[src/rtl/rfs_pkg.sv]
package rfs_pkg;

  typedef enum logic [1:0] {
    OP_NONE = 2'd0,
    OP_PREA = 2'd1,
    OP_REF  = 2'd2,
    OP_ZQS  = 2'd3
  } rfs_op_e;

  // Saturating up/down step of a pending-refresh count.
  function automatic int unsigned sat_step(int unsigned cur, logic up, logic down,
                                           int unsigned top);
    int unsigned nxt;
    nxt = cur;
    if (up && !down) nxt = (cur >= top) ? top : cur + 1;
    else if (down && !up) nxt = (cur == 0) ? 0 : cur - 1;
    return nxt;
  endfunction

endpackage

[src/rtl/rfs_req_port.sv]
module rfs_req_port (
  input  logic clk,
  input  logic rst_n,
  input  logic req_async,
  input  logic ready,
  output logic ack,
  output logic inc_pulse
);
  logic s1_q, s2_q, ack_q;

  always_ff @(posedge clk) begin
    if (!rst_n) begin
      s1_q  <= 1'b0;
      s2_q  <= 1'b0;
      ack_q <= 1'b0;
    end else begin
      s1_q <= req_async;
      s2_q <= s1_q;
      if (!ack_q && s2_q && ready) ack_q <= 1'b1;
      else if (ack_q && !s2_q)     ack_q <= 1'b0;
    end
  end

  assign inc_pulse = !ack_q && s2_q && ready;
  assign ack       = ack_q;
endmodule

[src/rtl/rfs_pend_cnt.sv]
module rfs_pend_cnt #(
  parameter int NUM_RANKS = 4,
  parameter int CNT_W     = 3
) (
  input  logic                 clk,
  input  logic                 rst_n,
  input  logic [NUM_RANKS-1:0] inc,
  input  logic [NUM_RANKS-1:0] dec,
  output logic [NUM_RANKS-1:0] pend_mask
);
  import rfs_pkg::*;
  localparam int unsigned CMAX = (1 << CNT_W) - 1;

  logic [NUM_RANKS-1:0][CNT_W-1:0] cnt_q;

  for (genvar r = 0; r < NUM_RANKS; r++) begin : g_cnt
    always_ff @(posedge clk) begin
      if (!rst_n) cnt_q[r] <= '0;
      else        cnt_q[r] <= CNT_W'(sat_step(32'(cnt_q[r]), inc[r], dec[r], CMAX));
    end
    assign pend_mask[r] = |cnt_q[r];
  end
endmodule

[src/rtl/rfs_sequencer.sv]
module rfs_sequencer #(
  parameter int NUM_RANKS = 4,
  parameter int RANK_W    = 2,
  parameter int GATE_CYC  = 4,
  parameter int TRP_CYC   = 6,
  parameter int TRFC_CYC  = 40,
  parameter int ZQ_CYC    = 64
) (
  input  logic                 clk,
  input  logic                 rst_n,
  input  logic                 run,
  input  logic                 user_mode,
  input  logic                 zq_block,
  input  logic [NUM_RANKS-1:0] pend_mask,
  output logic [NUM_RANKS-1:0] dec,
  output logic [NUM_RANKS-1:0] block,
  output logic                 cmd_valid,
  output logic [1:0]           cmd_op,
  output logic [RANK_W-1:0]    cmd_rank,
  output logic                 ref_evt,
  output logic                 zq_evt
);
  import rfs_pkg::*;

  localparam int M1   = (GATE_CYC > TRP_CYC) ? GATE_CYC : TRP_CYC;
  localparam int M2   = (TRFC_CYC > ZQ_CYC) ? TRFC_CYC : ZQ_CYC;
  localparam int MAXT = (M1 > M2) ? M1 : M2;
  localparam int TW   = $clog2(MAXT + 1);

  typedef enum logic [2:0] {S_IDLE, S_GATE, S_RP, S_RFC} seq_st_e;

  seq_st_e           st_q;
  logic [TW-1:0]     tmr_q;
  logic [RANK_W-1:0] cur_q, last_q;
  logic [TW-1:0]     zq_tmr_q;
  logic              zq_arm_q, zq_due_q;
  logic [RANK_W-1:0] zq_rank_q;
  logic              start_evt, done_evt, prea_evt;

  function automatic logic [RANK_W-1:0] rr_pick(logic [NUM_RANKS-1:0] m,
                                                logic [RANK_W-1:0] last);
    logic [RANK_W-1:0] p;
    p = last;
    for (int k = NUM_RANKS; k >= 1; k--) begin
      int idx;
      idx = (int'(last) + k) % NUM_RANKS;
      if (m[idx]) p = RANK_W'(idx);
    end
    return p;
  endfunction

  assign zq_evt    = (st_q == S_IDLE) && zq_due_q && !zq_block && run;
  assign start_evt = (st_q == S_IDLE) && !zq_due_q && run && (|pend_mask);
  assign prea_evt  = (st_q == S_GATE) && (tmr_q == '0);
  assign ref_evt   = (st_q == S_RP)   && (tmr_q == '0);
  assign done_evt  = (st_q == S_RFC)  && (tmr_q == '0);
  assign dec       = done_evt ? (NUM_RANKS'(1) << cur_q) : '0;

  always_ff @(posedge clk) begin
    if (!rst_n) begin
      st_q      <= S_IDLE;
      tmr_q     <= '0;
      cur_q     <= '0;
      last_q    <= RANK_W'(NUM_RANKS - 1);
      block     <= '0;
      cmd_valid <= 1'b0;
      cmd_op    <= OP_NONE;
      cmd_rank  <= '0;
    end else begin
      cmd_valid <= 1'b0;
      cmd_op    <= OP_NONE;
      unique case (st_q)
        S_IDLE: begin
          if (zq_evt) begin
            cmd_valid <= 1'b1;
            cmd_op    <= OP_ZQS;
            cmd_rank  <= zq_rank_q;
          end else if (start_evt) begin
            cur_q <= rr_pick(pend_mask, last_q);
            block <= NUM_RANKS'(1) << rr_pick(pend_mask, last_q);
            tmr_q <= TW'(GATE_CYC - 1);
            st_q  <= S_GATE;
          end
        end
        S_GATE: begin
          if (prea_evt) begin
            cmd_valid <= 1'b1;
            cmd_op    <= OP_PREA;
            cmd_rank  <= cur_q;
            tmr_q     <= TW'(TRP_CYC - 1);
            st_q      <= S_RP;
          end else tmr_q <= tmr_q - 1'b1;
        end
        S_RP: begin
          if (ref_evt) begin
            cmd_valid <= 1'b1;
            cmd_op    <= OP_REF;
            cmd_rank  <= cur_q;
            tmr_q     <= TW'(TRFC_CYC - 1);
            st_q      <= S_RFC;
          end else tmr_q <= tmr_q - 1'b1;
        end
        S_RFC: begin
          if (done_evt) begin
            block  <= '0;
            last_q <= cur_q;
            st_q   <= S_IDLE;
          end else tmr_q <= tmr_q - 1'b1;
        end
        default: st_q <= S_IDLE;
      endcase
    end
  end

  // Deferred ZQ short calibration after a user-mode refresh.
  always_ff @(posedge clk) begin
    if (!rst_n) begin
      zq_arm_q  <= 1'b0;
      zq_due_q  <= 1'b0;
      zq_tmr_q  <= '0;
      zq_rank_q <= '0;
    end else begin
      if (ref_evt && user_mode) begin
        zq_arm_q  <= 1'b1;
        zq_tmr_q  <= TW'(ZQ_CYC - 1);
        zq_rank_q <= cur_q;
      end else if (zq_arm_q) begin
        if (zq_tmr_q == '0) begin
          zq_arm_q <= 1'b0;
          zq_due_q <= 1'b1;
        end else zq_tmr_q <= zq_tmr_q - 1'b1;
      end
      if ((st_q == S_IDLE) && zq_due_q && (zq_block || run)) zq_due_q <= 1'b0;
    end
  end
endmodule

[src/rtl/rank_refresh_sched.sv]
module rank_refresh_sched #(
  parameter int NUM_RANKS = 4,
  parameter int CNT_W     = 3,
  parameter int TREFI_CYC = 7800,
  parameter int GATE_CYC  = 4,
  parameter int TRP_CYC   = 6,
  parameter int TRFC_CYC  = 40,
  parameter int ZQ_CYC    = 64,
  parameter int RANK_W    = (NUM_RANKS > 1) ? $clog2(NUM_RANKS) : 1
) (
  input  logic                 clk,
  input  logic                 rst_n,
  input  logic                 cfg_ref_en,
  input  logic                 cfg_user_mode,
  input  logic                 cal_done,
  input  logic                 zq_block,
  input  logic [NUM_RANKS-1:0] usr_req,
  output logic [NUM_RANKS-1:0] usr_ack,
  output logic                 usr_ready,
  output logic [NUM_RANKS-1:0] rank_block,
  output logic                 cmd_valid,
  output logic [1:0]           cmd_op,
  output logic [RANK_W-1:0]    cmd_rank
);
  localparam int IW = $clog2(TREFI_CYC + 1);

  logic                 mode_q;
  logic [IW-1:0]        trefi_q;
  logic                 trefi_tick;
  logic [NUM_RANKS-1:0] usr_inc, inc, dec, pend_mask;
  logic                 ref_evt, zq_evt;

  always_ff @(posedge clk) begin
    if (!rst_n)           mode_q <= 1'b0;
    else if (!cfg_ref_en) mode_q <= cfg_user_mode;
  end

  assign usr_ready  = cal_done && mode_q;
  assign trefi_tick = cfg_ref_en && !mode_q && (trefi_q == IW'(TREFI_CYC - 1));

  always_ff @(posedge clk) begin
    if (!rst_n || !cfg_ref_en || mode_q || trefi_tick) trefi_q <= '0;
    else                                               trefi_q <= trefi_q + 1'b1;
  end

  for (genvar r = 0; r < NUM_RANKS; r++) begin : g_port
    rfs_req_port u_port (
      .clk       (clk),
      .rst_n     (rst_n),
      .req_async (usr_req[r]),
      .ready     (usr_ready),
      .ack       (usr_ack[r]),
      .inc_pulse (usr_inc[r])
    );
  end

  assign inc = trefi_tick ? '1 : usr_inc;

  rfs_pend_cnt #(.NUM_RANKS(NUM_RANKS), .CNT_W(CNT_W)) u_cnt (
    .clk       (clk),
    .rst_n     (rst_n),
    .inc       (inc),
    .dec       (dec),
    .pend_mask (pend_mask)
  );

  rfs_sequencer #(
    .NUM_RANKS (NUM_RANKS),
    .RANK_W    (RANK_W),
    .GATE_CYC  (GATE_CYC),
    .TRP_CYC   (TRP_CYC),
    .TRFC_CYC  (TRFC_CYC),
    .ZQ_CYC    (ZQ_CYC)
  ) u_seq (
    .clk       (clk),
    .rst_n     (rst_n),
    .run       (cfg_ref_en),
    .user_mode (mode_q),
    .zq_block  (zq_block),
    .pend_mask (pend_mask),
    .dec       (dec),
    .block     (rank_block),
    .cmd_valid (cmd_valid),
    .cmd_op    (cmd_op),
    .cmd_rank  (cmd_rank),
    .ref_evt   (ref_evt),
    .zq_evt    (zq_evt)
  );
endmodule

[config.mk]
export PLATFORM = sky130hd
export DESIGN_NAME = rank_refresh_sched
export DESIGN_NICKNAME = d
export VERILOG_FILES = /design/src/rtl/rfs_pkg.sv /design/src/rtl/rfs_req_port.sv /design/src/rtl/rfs_pend_cnt.sv /design/src/rtl/rfs_sequencer.sv /design/src/rtl/rank_refresh_sched.sv
export SDC_FILE = /design/constraint.sdc
export NUM_CORES = 1
export LEC_CHECK = 0
export ABC_AREA = 0
export ABC_CLOCK_PERIOD_IN_PS = 3300
export CAP_MARGIN = 20
export CORE_ASPECT_RATIO = 1.5
export CORE_MARGIN = 2
export CORE_UTILIZATION = 40
export CTS_CLUSTER_DIAMETER = 80
export DETAILED_ROUTE_END_ITERATION = 12
export HOLD_SLACK_MARGIN = 0.08
export PLACE_DENSITY = 0.61
export SLEW_MARGIN = 10
export SYNTH_ARGS = -nofsm -noshare
export SYNTH_HDL_FRONTEND = slang
export SYNTH_SLANG_ARGS = --single-unit
[constraint.sdc]
create_clock -name clk -period 3.3 [get_ports clk]
set_input_delay 0.66 -clock clk [delete_from_list [all_inputs] [get_ports clk]]
set_output_delay 0.66 -clock clk [all_outputs]
set_load 0.03 [all_outputs]
==> metrics, run 1 <==
Mapped Cells 452; nets 516; worst-path fanout max 9; Comb pwr share 23.8%; yosys warns 0; Post-Synth Adder-Cell Area 9.600%; Final Cycle Share 84.99%; P_sw 806.0 uW; Root Driver clkbuf_16; First DRT Iteration DRCs 167; Simple-Gate Fraction of Synth Area 22.21%; Die X-Extent 84.73 um; final hold vios 0; post-synthesis compound-gate area fraction 18.72%; GPL Wtd Cong 0.8191; die area 10600 um^2; Top FF cell, synth dfxtp_1; total grt overflow 0; maximum VDD drop 341.6 uV; relative slew slack 40.48%; Yosys top cell area share 36.35%; Post-synth EDFFs 0; list of most frequent post-synthesis cells dfxtp_1, nor2_1, inv_1; clock insertion delay at the later pin of the skew report 0.33 ns; number of core rows 44; internal power 1.948 mW; largest area contributor in the synthesized netlist dfxtp_1; register area share after synthesis 36.35%; max-cap violations 0; PortBufs 23; RSZ-0062 raised after global routing no; initial antenna violation count 0; status finished, final reports clean; Static Leak 1.876 nW; Post-CTS Setup Bufs 0; Yosys cell types 55; Yosys reg bits 71; area grow syn2layout 17.82%; Syn Nets 492; Mapped Area 3910 um^2; n_diodes 0; DR vias/cell 5.482; CTS Hold Bufs 0; async set-reset flop share out of synthesis 0%; Num CTS Buffers 9; Startpoint Class primary input; drt first pass iters 5; wirelength, routed 8541 um; TritonCTS clock tree yes; Total GRT Usage 17.13%; FMAX 356.5 MHz; CP Capture Type output pin; Crit Path Category primary input to output pin; Hold Crit Class flip-flop to flip-flop; CTS Sinks 71; R2R depth 8; Setup violations, final 0; most common cell in the netlist dfxtp_1; worst slew pin tran 0.8847 ns; crit path DAT 2.14 ns; largest cells by area after synthesis dfxtp_1, ha_1, nor2_1, mux2i_1, inv_1; Clk network pwr share 41.7%; Post-route DRC 0; largest family of logic cells by synthesized area simple AND/OR/NAND/NOR gates; sequential share of power 34.6%; number of I/O pins 24; multiplexer area fraction after synthesis 4.192%; final design utilization 48.09%; register clock-pin slew on the reported worst setup and hold paths 0.06 ns; Die H 125.1 um; post-CTS resize count 0; Worst Path Required 2.64 ns; Initial Util 40.82%; PD cells 597.8 nW/um^2; Avg Synthesized Cell Area 8.650 um^2; Net Sw Frac 29.26%; Max H-tree Level 3; setup TNS 0 ns; via count 3267; fin. max-slew vios 0; Routed wire per std cell 14.33 um; share of layout cells above drive strength 1 7.692%; final worst path period need 2.805 ns; largest net degree at the start of global routing 19; Longest Clk Path Bufs 2; first-pass GRT wire length 14880 um; ANT nets after route 0; vias in the first global route 3217; post-DP HPWL 6368 um; Post-Synth XOR/XNOR Area 3.360%; Worst Hold Path Cells 1; skew final 0.005683 ns; core box area 9579 um^2
==> state kept, by name, summed over array words and instances, names as in the netlist <==
| signal | cells |
|---|---|
| u_seq.zq_tmr_q | 7 |
| g_port.u_port.ack | 4 |
| u_seq.cur_q | 2 |
| u_seq.cmd_valid | 1 |
| u_seq.tmr_q | 7 |
| trefi_q | 13 |
| u_seq.cmd_op | 2 |
| u_seq.zq_arm_q | 1 |
| u_seq.last_q | 2 |
| u_seq.st_q | 2 |
| g_port.u_port.s2_q | 4 |
| g_port.u_port.s1_q | 4 |
| u_seq.block | 4 |
| u_seq.cmd_rank | 2 |
| u_seq.zq_rank_q | 2 |
| u_cnt.cnt_q | 12 |
| mode_q | 1 |
| u_seq.zq_due_q | 1 |
==> final cells by class <==
type | instances | area, um^2
clock inverters | 5 | 103.9
well taps | 115 | 143.9
fillers | 949 | 4972
repair buffers | 31 | 290.3
clock buffers | 11 | 252.7
flip-flops and latches | 71 | 1421
inverters | 33 | 123.9
multi-input cells | 330 | 2271
==> path summary, 6_finish.rpt <==
kind | from | endpoint | slack (ns)
max | cal_done | usr_ready | 0.50
min | g_port[1].u_port.s1_q$_SDFF_PN0_ | g_port[1].u_port.s2_q$_SDFF_PN0_ | 0.43
max reg2reg | trefi_q[8]$_SDFF_PP0_ | u_cnt.cnt_q[3]$_SDFFE_PN0P_ | 0.52
min reg2reg | g_port[1].u_port.s1_q$_SDFF_PN0_ | g_port[1].u_port.s2_q$_SDFF_PN0_ | 0.43
==> logic make-up (layout without fill, tap and decap cells) <==
group	after synthesis	in the layout
DFF	71	71
muxes	16	16
adders and majority gates	30	30
buffers and inverters	51	80
and+or+nand+nor	161	161
xor gates and xnor gates	15	15
AOI/OAI and AO/OA	108	108
==> placed cells by master (no fill, tap or decap), drive strengths merged, types with 6 or more instances in the layout <==
master | Yosys | routed
xnor2 | 11 | 11
and3 | 11 | 11
nand2b | 9 | 9
clkbuf | 12 | 11
or3 | 6 | 6
nor4 | 6 | 6
nor3 | 10 | 10
a211o | 8 | 8
nand3 | 11 | 11
a211oi | 6 | 6
nand2 | 31 | 31
inv | 33 | 33
ha | 30 | 30
a31oi | 14 | 14
dfxtp | 71 | 71
nor2 | 38 | 38
o21ai | 25 | 25
buf | 6 | 8
and2 | 11 | 11
clkdlybuf4s50 | 0 | 23
mux2i | 13 | 13
a21oi | 22 | 22
==> worst max-delay path, cell delays in order <==
cell and delay (ns):
clkdlybuf4s50_1 0.45, and2_1 0.30, clkdlybuf4s50_1 0.73
==> layer usage <==
layer | GRT usage [%] | up-vias | wire length, um
met1 | 20.15 | 1527 | 3756
met3 | 3.960 | 20 | 218
li1 | - | 1675 | -
met4 | 8.497 | 0 | 296
met2 | 28.90 | 45 | 4269
met5 | 0 | - | 0
==> per-stage QoR <==
step	total power [mW]	cell area (um^2)	worst slack (ns)	hold slack, ns	cells
after floorplan	1.432	3910	0.7146	0.4119	452
after detailed placement	1.619	4250	0.5007	0.4193	580
final	2.754	4607	0.4953	0.4258	596
after CTS	2.783	4607	0.4973	0.4293	596
after global placement	1.611	4250	0.4968	0.4163	580
after global routing	2.899	4607	0.3457	0.4525	596
==> power by group through the flow <==
stage,registers [mW],clock network (mW),logic (mW)
after floorplan,0.981,0,0.451
after global placement,0.968,0,0.643
after detailed placement,0.970,0,0.649
after CTS,0.951,1.18,0.651
after global routing,0.958,1.21,0.730
final,0.952,1.15,0.655
No activity file was read; power rests on OpenSTA's default activity.
==> run 2: changes to the inputs <==
--- a/config.mk
+++ b/config.mk
@@ -6,7 +6,7 @@
 export NUM_CORES = 1
 export LEC_CHECK = 0
 export ABC_AREA = 0
-export ABC_CLOCK_PERIOD_IN_PS = 3300
+export ABC_CLOCK_PERIOD_IN_PS = 2650
 export CAP_MARGIN = 20
 export CORE_ASPECT_RATIO = 1.5
 export CORE_MARGIN = 2
==> constraint.sdc (replaced) <==
create_clock -name clk -period 2.65 [get_ports clk]
set_input_delay 0.53 -clock clk [delete_from_list [all_inputs] [get_ports clk]]
set_output_delay 0.53 -clock clk [all_outputs]
set_load 0.03 [all_outputs]
==> run 2 against run 1 <==
  * Total power rose by 16%
  * Worst hold slack improved by 0.0023 ns
  * Clock-buffer cell count rose by 1
  * Sequential power rose by 25%
  * Critical path type is now flip-flop to flip-flop
  * Final area rose by 4.1%
  * Die area did not move
  * Sequential share of layout area fell by 1.2 points
  * Worst setup slack got worse by 0.46 ns
  * Global-route usage rose by 0.57 points
  * Sequential cell count did not move
  * Largest cell class unchanged
==> metrics, run 2 (synthesis results as in run 1) <==
total grt overflow 0 (unchanged); drt first pass iters 4 (-1); slowest CP cell or4_4; Post-CTS Setup Bufs 0 (unchanged); fin. max-slew vios 0 (unchanged); CTS Sinks 71 (unchanged); Routed wire per std cell 14.47 um (+1.0%); Setup violations, final 0 (unchanged); Die X-Extent 84.73 um (unchanged); sequential share of power 37.0% (+2.4 points); setup TNS 0 ns (unchanged); largest net degree at the start of global routing 23 (+4); RSZ-0062 raised after global routing yes; design area 4797 um^2 (+4.1%); final worst path period need 2.613 ns; Hold Crit Class flip-flop to flip-flop; Net Sw Frac 30.55% (+1.3 points); Root Driver clkbuf_16; relative slew slack 60.22% (+20 points); commonest cells after routing, fill and taps aside dfxtp_1, nor2_1, inv_1, nand2_1, ha_1; worst-path fanout max 4 (-5); CP delay by family, top simple AND/OR/NAND/NOR gates; Worst R2R End u_cnt.cnt_q[11]$_SDFFE_PN0P_; flip-flop count of the largest register after layout 13 (unchanged); FMAX 382.8 MHz; skew final 0.008353 ns (+0.002670 ns); first-pass GRT wire length 15220 um (+2.3%); Crit Path Category flip-flop to flip-flop; via count 3396 (+3.9%); ANT nets after route 0 (unchanged); Tot Pwr 3.203 mW (+16%); Max H-tree Level 3 (unchanged); Hold Path Origin g_port[0].u_port.s1_q$_SDFF_PN0_; post-placement cell area 4393 um^2 (+3.4%); clock insertion delay at the later pin of the skew report 0.33 ns (about the same); worst path buffer plus inverter count 1 (-1); Die H 125.1 um (unchanged); DR vias/cell 5.522 (+0.74%); max incr delay on CP 0.56 ns (-0.17 ns); Worst Path Required 2.86 ns (+0.22 ns); Final Cycle Share 98.59%; initial antenna violation count 0 (unchanged); r2r setup slk 0.04 ns (-0.48 ns); status finished, final reports clean; Total GRT Usage 17.70% (+0.57 points); P_sw 978.7 uW (+21%); Clk network pwr share 36.9% (-4.8 points); vias in the first global route 3349 (+4.1%); Reg2Reg Launch Point trefi_q[3]$_SDFF_PP0_; worst slew pin tran 0.5931 ns (-0.2916 ns); Most flops, register trefi_q; commonest non-fill, non-tap cell in the layout dfxtp_1; register clock-pin slew on the reported worst setup and hold paths 0.05 ns (about the same); TritonCTS clock tree yes; Worst Hold Path Cells 1 (unchanged); wirelength, routed 8901 um (+4.2%); nets 535 (+3.7%); PD cells 667.8 nW/um^2 (+12%); Comb pwr share 26.1% (+2.3 points); n_diodes 0 (unchanged); internal power 2.225 mW (+14%); crit path DAT 2.82 ns (+0.68 ns); largest registers trefi_q (13), u_cnt.cnt_q (12); core box area 9579 um^2 (unchanged); First DRT Iteration DRCs 130 (-22%); Static Leak 1.942 nW (+3.5%); PortBufs 23 (unchanged); Post-route DRC 0 (unchanged); number of core rows 44 (unchanged); crit-path cells or4b_1 > or4_4 > or3_4 > nand2_4 > ha_4 > buf_6 > mux2i_1 > a31oi_1; maximum VDD drop 396.6 uV (+16%); area grow syn2layout 22.69%; post-DP HPWL 6547 um (+2.8%); max-cap violations 0 (unchanged); Startpoint Class flip-flop; hold path endpoint g_port[0].u_port.s2_q$_SDFF_PN0_; final hold vios 0 (unchanged); Initial Util 40.82% (unchanged); Longest Clk Path Bufs 2 (unchanged); fill count 947 (-0.21%); share of layout cells above drive strength 1 14.20% (+6.5 points); GPL Wtd Cong 0.8494 (+3.7%); CP Capture Type flip-flop; worst hold slack 0.4281 ns (+0.002269 ns); R2R depth 8 (unchanged); non-filler cells, final 615 (+3.2%); die area 10600 um^2 (unchanged); number of I/O pins 24 (unchanged); placed insts 599 (+3.3%); Num CTS Buffers 9 (unchanged)
[run 2: final cells by class]
cell class                      count  area [um^2]  area share [%]
Timing Repair Buffer               50        440.4           9.181
Sequential cell                    71         1421           29.63
Clock buffer                       12        246.5           5.138
Inverter                           33        123.9           2.582
Multi-Input combinational cell    330         2376           49.53
Clock inverter                      4        45.04          0.9390
Tap cell                          115        143.9           2.999
[run 2: metal layers]
layer  routed length, um  part of all wire [%]  track usage [%]  vias up
li1                    -                     -                -     1712
met1                3761                    42            19.74     1634
met5                   0                     0                0        -
met4                 159                   1.8            7.190        0
met3                 195                   2.2            4.158       13
met2                4785                    54            31.82       37
[run 2: stage by stage]
stage | worst slack, ns | util (%)
after floorplan | 0.06460 | -
after global placement | 0.06510 | 45.86
after detailed placement | -0.02487 | 45.86
after CTS | 0.01212 | 48.97
after global routing | -0.02908 | 50.08
final | 0.03740 | 50.08
[run 2: power by group through the flow]
stage          combinational (mW)  sequential (mW)  clock, mW
2_1_floorplan               0.561             1.22          0
3_3_place_gp                0.827             1.20          0
3_5_place_dp                0.830             1.21          0
4_1_cts                     0.832             1.19       1.21
5_1_grt                     0.935             1.19       1.25
6_report                    0.837             1.19       1.18
[run 2: how the worst max path moves through the flow]
stage / startpoint / to / cells after the start
2_1_floorplan: trefi_q[8]$_SDFF_PP0_ / u_cnt.cnt_q[9]$_SDFFE_PN0P_ / 8
3_3_place_gp: trefi_q[8]$_SDFF_PP0_ / u_cnt.cnt_q[6]$_SDFFE_PN0P_ / 8
3_5_place_dp: trefi_q[8]$_SDFF_PP0_ / u_cnt.cnt_q[6]$_SDFFE_PN0P_ / 8
4_1_cts: trefi_q[8]$_SDFF_PP0_ / u_cnt.cnt_q[0]$_SDFFE_PN0P_ / 8
5_1_grt: trefi_q[3]$_SDFF_PP0_ / u_cnt.cnt_q[2]$_SDFFE_PN0P_ / 8
6_report: trefi_q[3]$_SDFF_PP0_ / u_cnt.cnt_q[11]$_SDFFE_PN0P_ / 8
[run 2: repair_timing]
item,4_1_cts,5_1_grt
pin swaps,0,18
cloned,0,0
resized for setup,2,29
hold buffers,0,0
endpoints found under the setup margin,3,6
